$ cat src/rtl/fir9_pkg.sv
package fir9_pkg;

  typedef enum logic [1:0] {
    BANK_NONE  = 2'b00,
    BANK_FIRST = 2'b01,
    BANK_SECND = 2'b10,
    BANK_THIRD = 2'b11
  } bank_sel_e;

  localparam int N_BANK = 3;

  function automatic int imax(input int x, input int y);
    return (x > y) ? x : y;
  endfunction

endpackage

$ cat src/rtl/fir9_coef.sv
module fir9_coef
  import fir9_pkg::*;
#(
  parameter int CW = 10,
  parameter int NB = N_BANK
) (
  input  logic                   clk,
  input  logic                   rst_n,
  input  logic [1:0]             sel,
  input  logic [CW-1:0]          lead_wr,
  input  logic [CW-1:0]          mid_wr,
  input  logic [CW-1:0]          tail_wr,
  output logic [NB-1:0][CW-1:0]  k_lead,
  output logic [NB-1:0][CW-1:0]  k_mid,
  output logic [NB-1:0][CW-1:0]  k_tail
);

  logic [NB-1:0]          load_en;
  logic [NB-1:0][CW-1:0]  lead_nx, mid_nx, tail_nx;

  for (genvar g = 0; g < NB; g++) begin : g_bank
    assign load_en[g] = (sel == 2'(g + 1));

    // a bank that is not selected keeps its three coefficients
    p_bank_isolated_r7: assert property (@(posedge clk) disable iff (!rst_n)
      !load_en[g] |=> ($stable(k_lead[g]) && $stable(k_mid[g]) && $stable(k_tail[g])));
  end

  always_comb begin
    for (int b = 0; b < NB; b++) begin
      lead_nx[b] = load_en[b] ? lead_wr : k_lead[b];
      mid_nx[b]  = load_en[b] ? mid_wr  : k_mid[b];
      tail_nx[b] = load_en[b] ? tail_wr : k_tail[b];
    end
  end

  always_ff @(posedge clk or negedge rst_n) begin
    if (!rst_n) begin
      k_lead <= '0;
      k_mid  <= '0;
      k_tail <= '0;
    end else begin
      k_lead <= lead_nx;
      k_mid  <= mid_nx;
      k_tail <= tail_nx;
    end
  end

  // select 00 leaves every coefficient unchanged
  p_hold_all_r7: assert property (@(posedge clk) disable iff (!rst_n)
    (sel == BANK_NONE) |=> ($stable(k_lead) && $stable(k_mid) && $stable(k_tail)));

endmodule

$ cat src/rtl/fir9_taps.sv
module fir9_taps #(
  parameter int DW    = 12,
  parameter int NA    = 3,
  parameter int NBT   = 6
) (
  input  logic                   clk,
  input  logic                   rst_n,
  input  logic [DW-1:0]          a_in,
  input  logic [DW-1:0]          b_in,
  output logic [NA-1:0][DW-1:0]  a_taps,
  output logic [NBT-1:0][DW-1:0] b_taps
);

  localparam int B_DEPTH = NA + NBT;

  logic [NA-1:0][DW-1:0]       a_q, a_nx;
  logic [B_DEPTH-1:0][DW-1:0]  b_q, b_nx;

  always_comb begin
    a_nx[0] = a_in;
    for (int i = 1; i < NA; i++) a_nx[i] = a_q[i-1];
    b_nx[0] = b_in;
    for (int i = 1; i < B_DEPTH; i++) b_nx[i] = b_q[i-1];
  end

  always_ff @(posedge clk or negedge rst_n) begin
    if (!rst_n) begin
      a_q <= '0;
      b_q <= '0;
    end else begin
      a_q <= a_nx;
      b_q <= b_nx;
    end
  end

  assign a_taps = a_q;
  assign b_taps = b_q[B_DEPTH-1:NA];

endmodule

$ cat src/rtl/fir9_mac.sv
module fir9_mac #(
  parameter int DW    = 12,
  parameter int CW    = 10,
  parameter int OW    = 16,
  parameter int FRAC  = 8,
  parameter int ACC_W = 28,
  parameter int NB    = 3
) (
  input  logic                     clk,
  input  logic                     rst_n,
  input  logic [NB-1:0][DW-1:0]    a_taps,
  input  logic [2*NB-1:0][DW-1:0]  b_taps,
  input  logic [NB-1:0][CW-1:0]    k_lead,
  input  logic [NB-1:0][CW-1:0]    k_mid,
  input  logic [NB-1:0][CW-1:0]    k_tail,
  input  logic [OW-1:0]            chain_in,
  output logic signed [ACC_W-1:0]  acc
);

  localparam int PW      = DW + CW;
  localparam int NT      = 3 * NB;
  localparam int CH_LAT  = 3;

  logic [DW-1:0]            smp [NT];
  logic [CW-1:0]            cof [NT];
  logic signed [PW-1:0]     prod_nx [NT];
  logic signed [PW-1:0]     prod_q  [NT];
  logic signed [ACC_W-1:0]  grp_nx  [NB];
  logic signed [ACC_W-1:0]  grp_q   [NB];
  logic signed [ACC_W-1:0]  tot_nx, tot_q, acc_nx;
  logic [CH_LAT-1:0][OW-1:0] ch_q, ch_nx;

  // Tap order: newest lead sample with bank 3, then older follow samples
  for (genvar i = 0; i < NB; i++) begin : g_lead
    assign smp[i] = a_taps[i];
    assign cof[i] = k_lead[NB-1-i];
  end
  for (genvar j = 0; j < NB; j++) begin : g_follow
    assign smp[NB+j]   = b_taps[j];
    assign cof[NB+j]   = k_mid[NB-1-j];
    assign smp[2*NB+j] = b_taps[NB+j];
    assign cof[2*NB+j] = k_tail[NB-1-j];
  end

  always_comb begin
    for (int t = 0; t < NT; t++)
      prod_nx[t] = PW'($signed(smp[t])) * PW'($signed(cof[t]));
    for (int g = 0; g < NB; g++) begin
      grp_nx[g] = '0;
      for (int k = 0; k < 3; k++)
        grp_nx[g] = grp_nx[g] + ACC_W'(prod_q[3*g+k]);
    end
    tot_nx = '0;
    for (int g = 0; g < NB; g++) tot_nx = tot_nx + grp_q[g];
    acc_nx = tot_q + (ACC_W'($signed(ch_q[CH_LAT-1])) <<< FRAC);
    ch_nx[0] = chain_in;
    for (int c = 1; c < CH_LAT; c++) ch_nx[c] = ch_q[c-1];
  end

  always_ff @(posedge clk or negedge rst_n) begin
    if (!rst_n) begin
      for (int t = 0; t < NT; t++) prod_q[t] <= '0;
      for (int g = 0; g < NB; g++) grp_q[g] <= '0;
      tot_q <= '0;
      acc   <= '0;
      ch_q  <= '0;
    end else begin
      for (int t = 0; t < NT; t++) prod_q[t] <= prod_nx[t];
      for (int g = 0; g < NB; g++) grp_q[g] <= grp_nx[g];
      tot_q <= tot_nx;
      acc   <= acc_nx;
      ch_q  <= ch_nx;
    end
  end

endmodule

$ cat src/rtl/fir9_sat.sv
module fir9_sat #(
  parameter int OW    = 16,
  parameter int FRAC  = 8,
  parameter int ACC_W = 28
) (
  input  logic                    clk,
  input  logic                    rst_n,
  input  logic signed [ACC_W-1:0] acc,
  output logic [OW-1:0]           y
);

  localparam logic signed [ACC_W-1:0] ONE    = ACC_W'(1);
  localparam logic signed [ACC_W-1:0] HALF   = ONE <<< (FRAC - 1);
  localparam logic signed [ACC_W-1:0] OMAX   = (ONE <<< (OW - 1)) - ONE;
  localparam logic signed [ACC_W-1:0] OMIN   = -(ONE <<< (OW - 1));
  localparam logic signed [ACC_W-1:0] LIM_HI = (ONE <<< (OW - 1 + FRAC)) - HALF;
  localparam logic signed [ACC_W-1:0] LIM_LO = -(ONE <<< (OW - 1 + FRAC)) - HALF;

  logic signed [ACC_W-1:0] rnd, shf;
  logic [OW-1:0]           y_nx;

  always_comb begin
    rnd = acc + HALF;
    shf = rnd >>> FRAC;
    if (shf > OMAX)      y_nx = OMAX[OW-1:0];
    else if (shf < OMIN) y_nx = OMIN[OW-1:0];
    else                 y_nx = shf[OW-1:0];
  end

  always_ff @(posedge clk or negedge rst_n) begin
    if (!rst_n) y <= '0;
    else        y <= y_nx;
  end

  // a sum whose rounded value is past the top clips to the maximum
  p_clip_high_r6: assert property (@(posedge clk) disable iff (!rst_n)
    (acc >= LIM_HI) |=> (y == OMAX[OW-1:0]));

  // a sum whose rounded value is past the bottom clips to the minimum
  p_clip_low_r6: assert property (@(posedge clk) disable iff (!rst_n)
    (acc < LIM_LO) |=> (y == OMIN[OW-1:0]));

endmodule

$ cat src/rtl/fir9_dual_chain.sv
module fir9_dual_chain
  import fir9_pkg::*;
#(
  parameter int DW   = 12,
  parameter int CW   = 10,
  parameter int OW   = 16,
  parameter int FRAC = 8
) (
  input  logic          clk,
  input  logic          rst_n,
  input  logic [DW-1:0] smp_a,
  input  logic [DW-1:0] smp_b,
  input  logic [OW-1:0] chain_in,
  input  logic [1:0]    wr_bank,
  input  logic [CW-1:0] wr_lead,
  input  logic [CW-1:0] wr_mid,
  input  logic [CW-1:0] wr_tail,
  output logic [OW-1:0] chain_out
);

  localparam int NB    = N_BANK;
  localparam int ACC_W = imax(DW + CW + 4, OW + FRAC + 1) + 2;

  logic [1:0] rst_pipe, rst_pipe_nx;
  logic       core_rst_n;

  assign rst_pipe_nx = {rst_pipe[0], 1'b1};

  always_ff @(posedge clk or negedge rst_n) begin
    if (!rst_n) rst_pipe <= '0;
    else        rst_pipe <= rst_pipe_nx;
  end

  assign core_rst_n = rst_pipe[1];

  logic [NB-1:0][CW-1:0]    k_lead, k_mid, k_tail;
  logic [NB-1:0][DW-1:0]    a_taps;
  logic [2*NB-1:0][DW-1:0]  b_taps;
  logic signed [ACC_W-1:0]  acc;

  fir9_coef #(.CW(CW), .NB(NB)) u_coef (
    .clk     (clk),
    .rst_n   (core_rst_n),
    .sel     (wr_bank),
    .lead_wr (wr_lead),
    .mid_wr  (wr_mid),
    .tail_wr (wr_tail),
    .k_lead  (k_lead),
    .k_mid   (k_mid),
    .k_tail  (k_tail)
  );

  fir9_taps #(.DW(DW), .NA(NB), .NBT(2*NB)) u_taps (
    .clk    (clk),
    .rst_n  (core_rst_n),
    .a_in   (smp_a),
    .b_in   (smp_b),
    .a_taps (a_taps),
    .b_taps (b_taps)
  );

  fir9_mac #(.DW(DW), .CW(CW), .OW(OW), .FRAC(FRAC), .ACC_W(ACC_W), .NB(NB)) u_mac (
    .clk      (clk),
    .rst_n    (core_rst_n),
    .a_taps   (a_taps),
    .b_taps   (b_taps),
    .k_lead   (k_lead),
    .k_mid    (k_mid),
    .k_tail   (k_tail),
    .chain_in (chain_in),
    .acc      (acc)
  );

  fir9_sat #(.OW(OW), .FRAC(FRAC), .ACC_W(ACC_W)) u_sat (
    .clk   (clk),
    .rst_n (core_rst_n),
    .acc   (acc),
    .y     (chain_out)
  );

endmodule

$ cat config.mk
export PLATFORM = sky130hd
export DESIGN_NAME = fir9_dual_chain
export DESIGN_NICKNAME = d
export VERILOG_FILES = /design/src/rtl/fir9_pkg.sv /design/src/rtl/fir9_coef.sv /design/src/rtl/fir9_taps.sv /design/src/rtl/fir9_mac.sv /design/src/rtl/fir9_sat.sv /design/src/rtl/fir9_dual_chain.sv
export SDC_FILE = /design/constraint.sdc
export NUM_CORES = 2
export LEC_CHECK = 0
export BUFFER_PORTS_ARGS = -buffer_cell sky130_fd_sc_hd__buf_4
export CAP_MARGIN = 20
export CORE_MARGIN = 2
export CORE_UTILIZATION = 65
export DETAILED_ROUTE_END_ITERATION = 6
export PLACE_DENSITY = 0.82
export SLEW_MARGIN = 20
export SYNTH_ARGS = -nofsm -noshare
export SYNTH_HDL_FRONTEND = slang
export SYNTH_SLANG_ARGS = --single-unit
$ cat constraint.sdc
create_clock -name clk -period 37.5 [get_ports clk]
set_input_delay 7.5 -clock clk [delete_from_list [all_inputs] [get_ports clk]]
set_output_delay 7.5 -clock clk [all_outputs]
set_load 0.02 [all_outputs]
==> flow_summary.ini <==
[cells_and_area]
fin_cells = 7711
nets = 8083
drive_gt1_frac = 0.0531
syn_to_final_growth_pct = 6.46
fillers = 6938
final_util = 0.701

[route]
via_per_inst = 5.68
routed_wl_mm = 145
drt_first_pass_iters = 6
ant_nets = 0
drt-initial-drc-count = 2714
drcViolationCount = 0
vias = 43800
wl_per_cell_um = 18.8

[worst_setup_path]
required_ns = 30.00
max_stage_delay_ns = 0.38
path_max_fanout = 1
path_cells = buf_4
critPathTopFamily = flip-flops
criticalPathCategory = reg2out
critPathLaunchType = flip-flop
endpoint_kind = output pin
cp_num_buf_inv = 1
crit_slowest_cell = dfrtp_1
cp_data_arrival_time_ns = 1.18

[sta]
final.period_utilization = 0.231
max_slew.worst_pin.slew_ns = 0.927
layout_min_cycle_time_ns = 8.68
setup_tns_ns = 0
rsz0062_at_grt = false
fmaxAchievable_mhz = 115
skew_ns = 0.0209
setup_ws_ns = 28.82
hold_viol_final = 0
report.final.slew_viol_count = 0
max-slew-margin-rel = 0.382
setup_violations = 0

[clock_tree]
cts_hold_buf = 0
cts_root_buffer = clkbuf_16
clockBufferDepth = 3
cts.reportedPaths.clkPinSlew_ns = 0.07
postCtsSetupBuffers = 0
cts_tree = yes
numCtsBuffers = 71
cts.htree.levels = 3
cts_resized = 0
clock_sinks = 612
clkLatencyLatePin_ns = 0.65

[synth]
yosysMostFrequentCell = inv_1
synth_seq_area_share = 0.236
ys_top_cells_by_count = 1,382 x inv_1, 1,056 x fa_1, 634 x nand2_1
synth_top_area_cell = fa_1
async_reset_ff_frac = 1.00
yosysUniqueCellTypes = 82
ys_ff_latch = 612
synth_mux_area_frac = 0.0149
synthAdderAreaFrac = 0.438
netlist_instances = 6393
synth_edf_count = 0
syn_nets = 8110
synth-simple-area-share = 0.120
synth_top_area_frac = 0.325
synth_compound_area_frac = 0.0586
avgSynthCellArea_um2 = 10.2
yosys_most_used_dff = dfrtp_1
synth.top_cells.by_area = fa_1 33%, dfrtp_1 24%, ha_1 11%
synthXorXnorAreaFrac = 0.0413
syn-cell-area_mm2 = 0.0650
yosys_warnings = 0
synth_top_family_by_area = adder cells

[grt]
grt_pass1_wl_mm = 245
grt_max_degree = 185
grt_usage = 0.302
grt_overflow = 0
grt_pass1_vias = 48100
antenna_found_initial = 5

[floorplan]
die_w_um = 320
die_h_um = 320
rows = 115
die_area_mm2 = 0.102
io_pins = 90
core_area_mm2 = 0.0987
start_util = 0.658

[placement]
pre_cts_ws_ns = 28.63
dp_hpwl_mm = 114
io_buffers = 89
dp_cells = 7579
place_congestion = 0.910

[outcome]
run_status = completed

[min_path]
min_path_type = reg2reg

[job]
cap_violations = 0
stage by stage:
stage / hold WS, ns / cell area [um^2]
floorplan: 0.331 / 65000
global placement: 0.332 / 66600
detailed placement: 0.335 / 66600
CTS: 0.347 / 69100
finish: 0.346 / 69200
global route: 0.351 / 69200
path summary, 6_finish.rpt:
| kind | start | to | slack, ns | depth (start not counted) |
|---|---|---|---|---|
| min in group asynchronous | rst_pipe[1] | u_taps.b_nx[12] | 0.39 | 0 |
| max in group asynchronous | rst_n | rst_pipe[1] | 30.77 | 1 |
| max reg2reg | u_coef.k_lead[11] | u_mac.prod_q[174] | 31.63 | 18 |
| max | u_sat.y[1] | chain_out[1] | 28.82 | 1 |
| min reg2reg | u_taps.b_nx[37] | u_taps.b_taps[1] | 0.35 | 0 |
| min | u_taps.b_nx[37] | u_taps.b_taps[1] | 0.35 | 0 |
sequential cells by signal, indices dropped and copies added, names as in the netlist:
register and cells:
rst_pipe 2, u_coef.k_lead 30, u_coef.k_mid 30, u_coef.k_tail 30
u_mac.acc 21, u_mac.ch_nx 32, u_mac.ch_q 16, u_mac.grp_q 72
u_mac.prod_q 198, u_mac.tot_q 21, u_sat.y 16, u_taps.a_taps 36
u_taps.b_nx 36, u_taps.b_taps 72
cells in the final DEF (no fill, tap or decap), types with 9 or more instances in the layout:
| cell type | instances |
|---|---|
| buf_4 | 98 |
| nor3_1 | 56 |
| nor2_1 | 224 |
| clkbuf_8 | 11 |
| o21ai_0 | 110 |
| ha_1 | 587 |
| a21oi_1 | 146 |
| o21a_1 | 50 |
| nor2b_1 | 27 |
| nand2b_1 | 50 |
| nand4_1 | 17 |
| mux2_2 | 84 |
| clkbuf_1 | 10 |
| a211o_1 | 17 |
| and2_1 | 438 |
| a21o_1 | 60 |
| a2111oi_0 | 9 |
| xnor2_1 | 240 |
| inv_1 | 1382 |
| dfrtp_1 | 611 |
| o211ai_1 | 14 |
| xor2_1 | 66 |
| fa_1 | 1056 |
| a211oi_1 | 27 |
| o21bai_1 | 22 |
| and3_1 | 25 |
| nand2_1 | 633 |
| nand3_1 | 47 |
| a31oi_1 | 27 |
| clkbuf_16 | 73 |
| bufinv_16 | 9 |
| or3_1 | 24 |
routing by layer:
layer | vias up | share of wire | GRT usage
met2 | 1539 | 0.49 | 0.503
met1 | 22300 | 0.40 | 0.396
met5 | - | 0.00035 | 0
met4 | 8 | 0.048 | 0.130
li1 | 19500 | - | -
met3 | 419 | 0.067 | 0.0508
logic make-up (layout without fill, tap and decap cells):
kind of cell	after synthesis	in the layout
AOI/OAI and AO/OA	568	568
adders and majority gates	1643	1643
xor gates and xnor gates	306	306
muxes	86	86
other	1	2
buffers and inverters	1584	1614
DFF	612	612
and+or+nand+nor	1593	1593
cell type report:
cell class                      instances  area, um^2  share of cell area
Multi-Input combinational cell       4197       43700               0.632
Sequential cell                       612       15300               0.221
Inverter                             1384        5190              0.0751
Clock buffer                           94        2020              0.0291
Tap cell                             1287        1610              0.0233
Timing Repair Buffer                  100         783              0.0113
Clock inverter                         36         513             0.00742
Antenna cell                            1        2.50           0.0000362
Power is not shown: default switching activity piles up to over one toggle a cycle in this logic, so the estimate is an artifact.
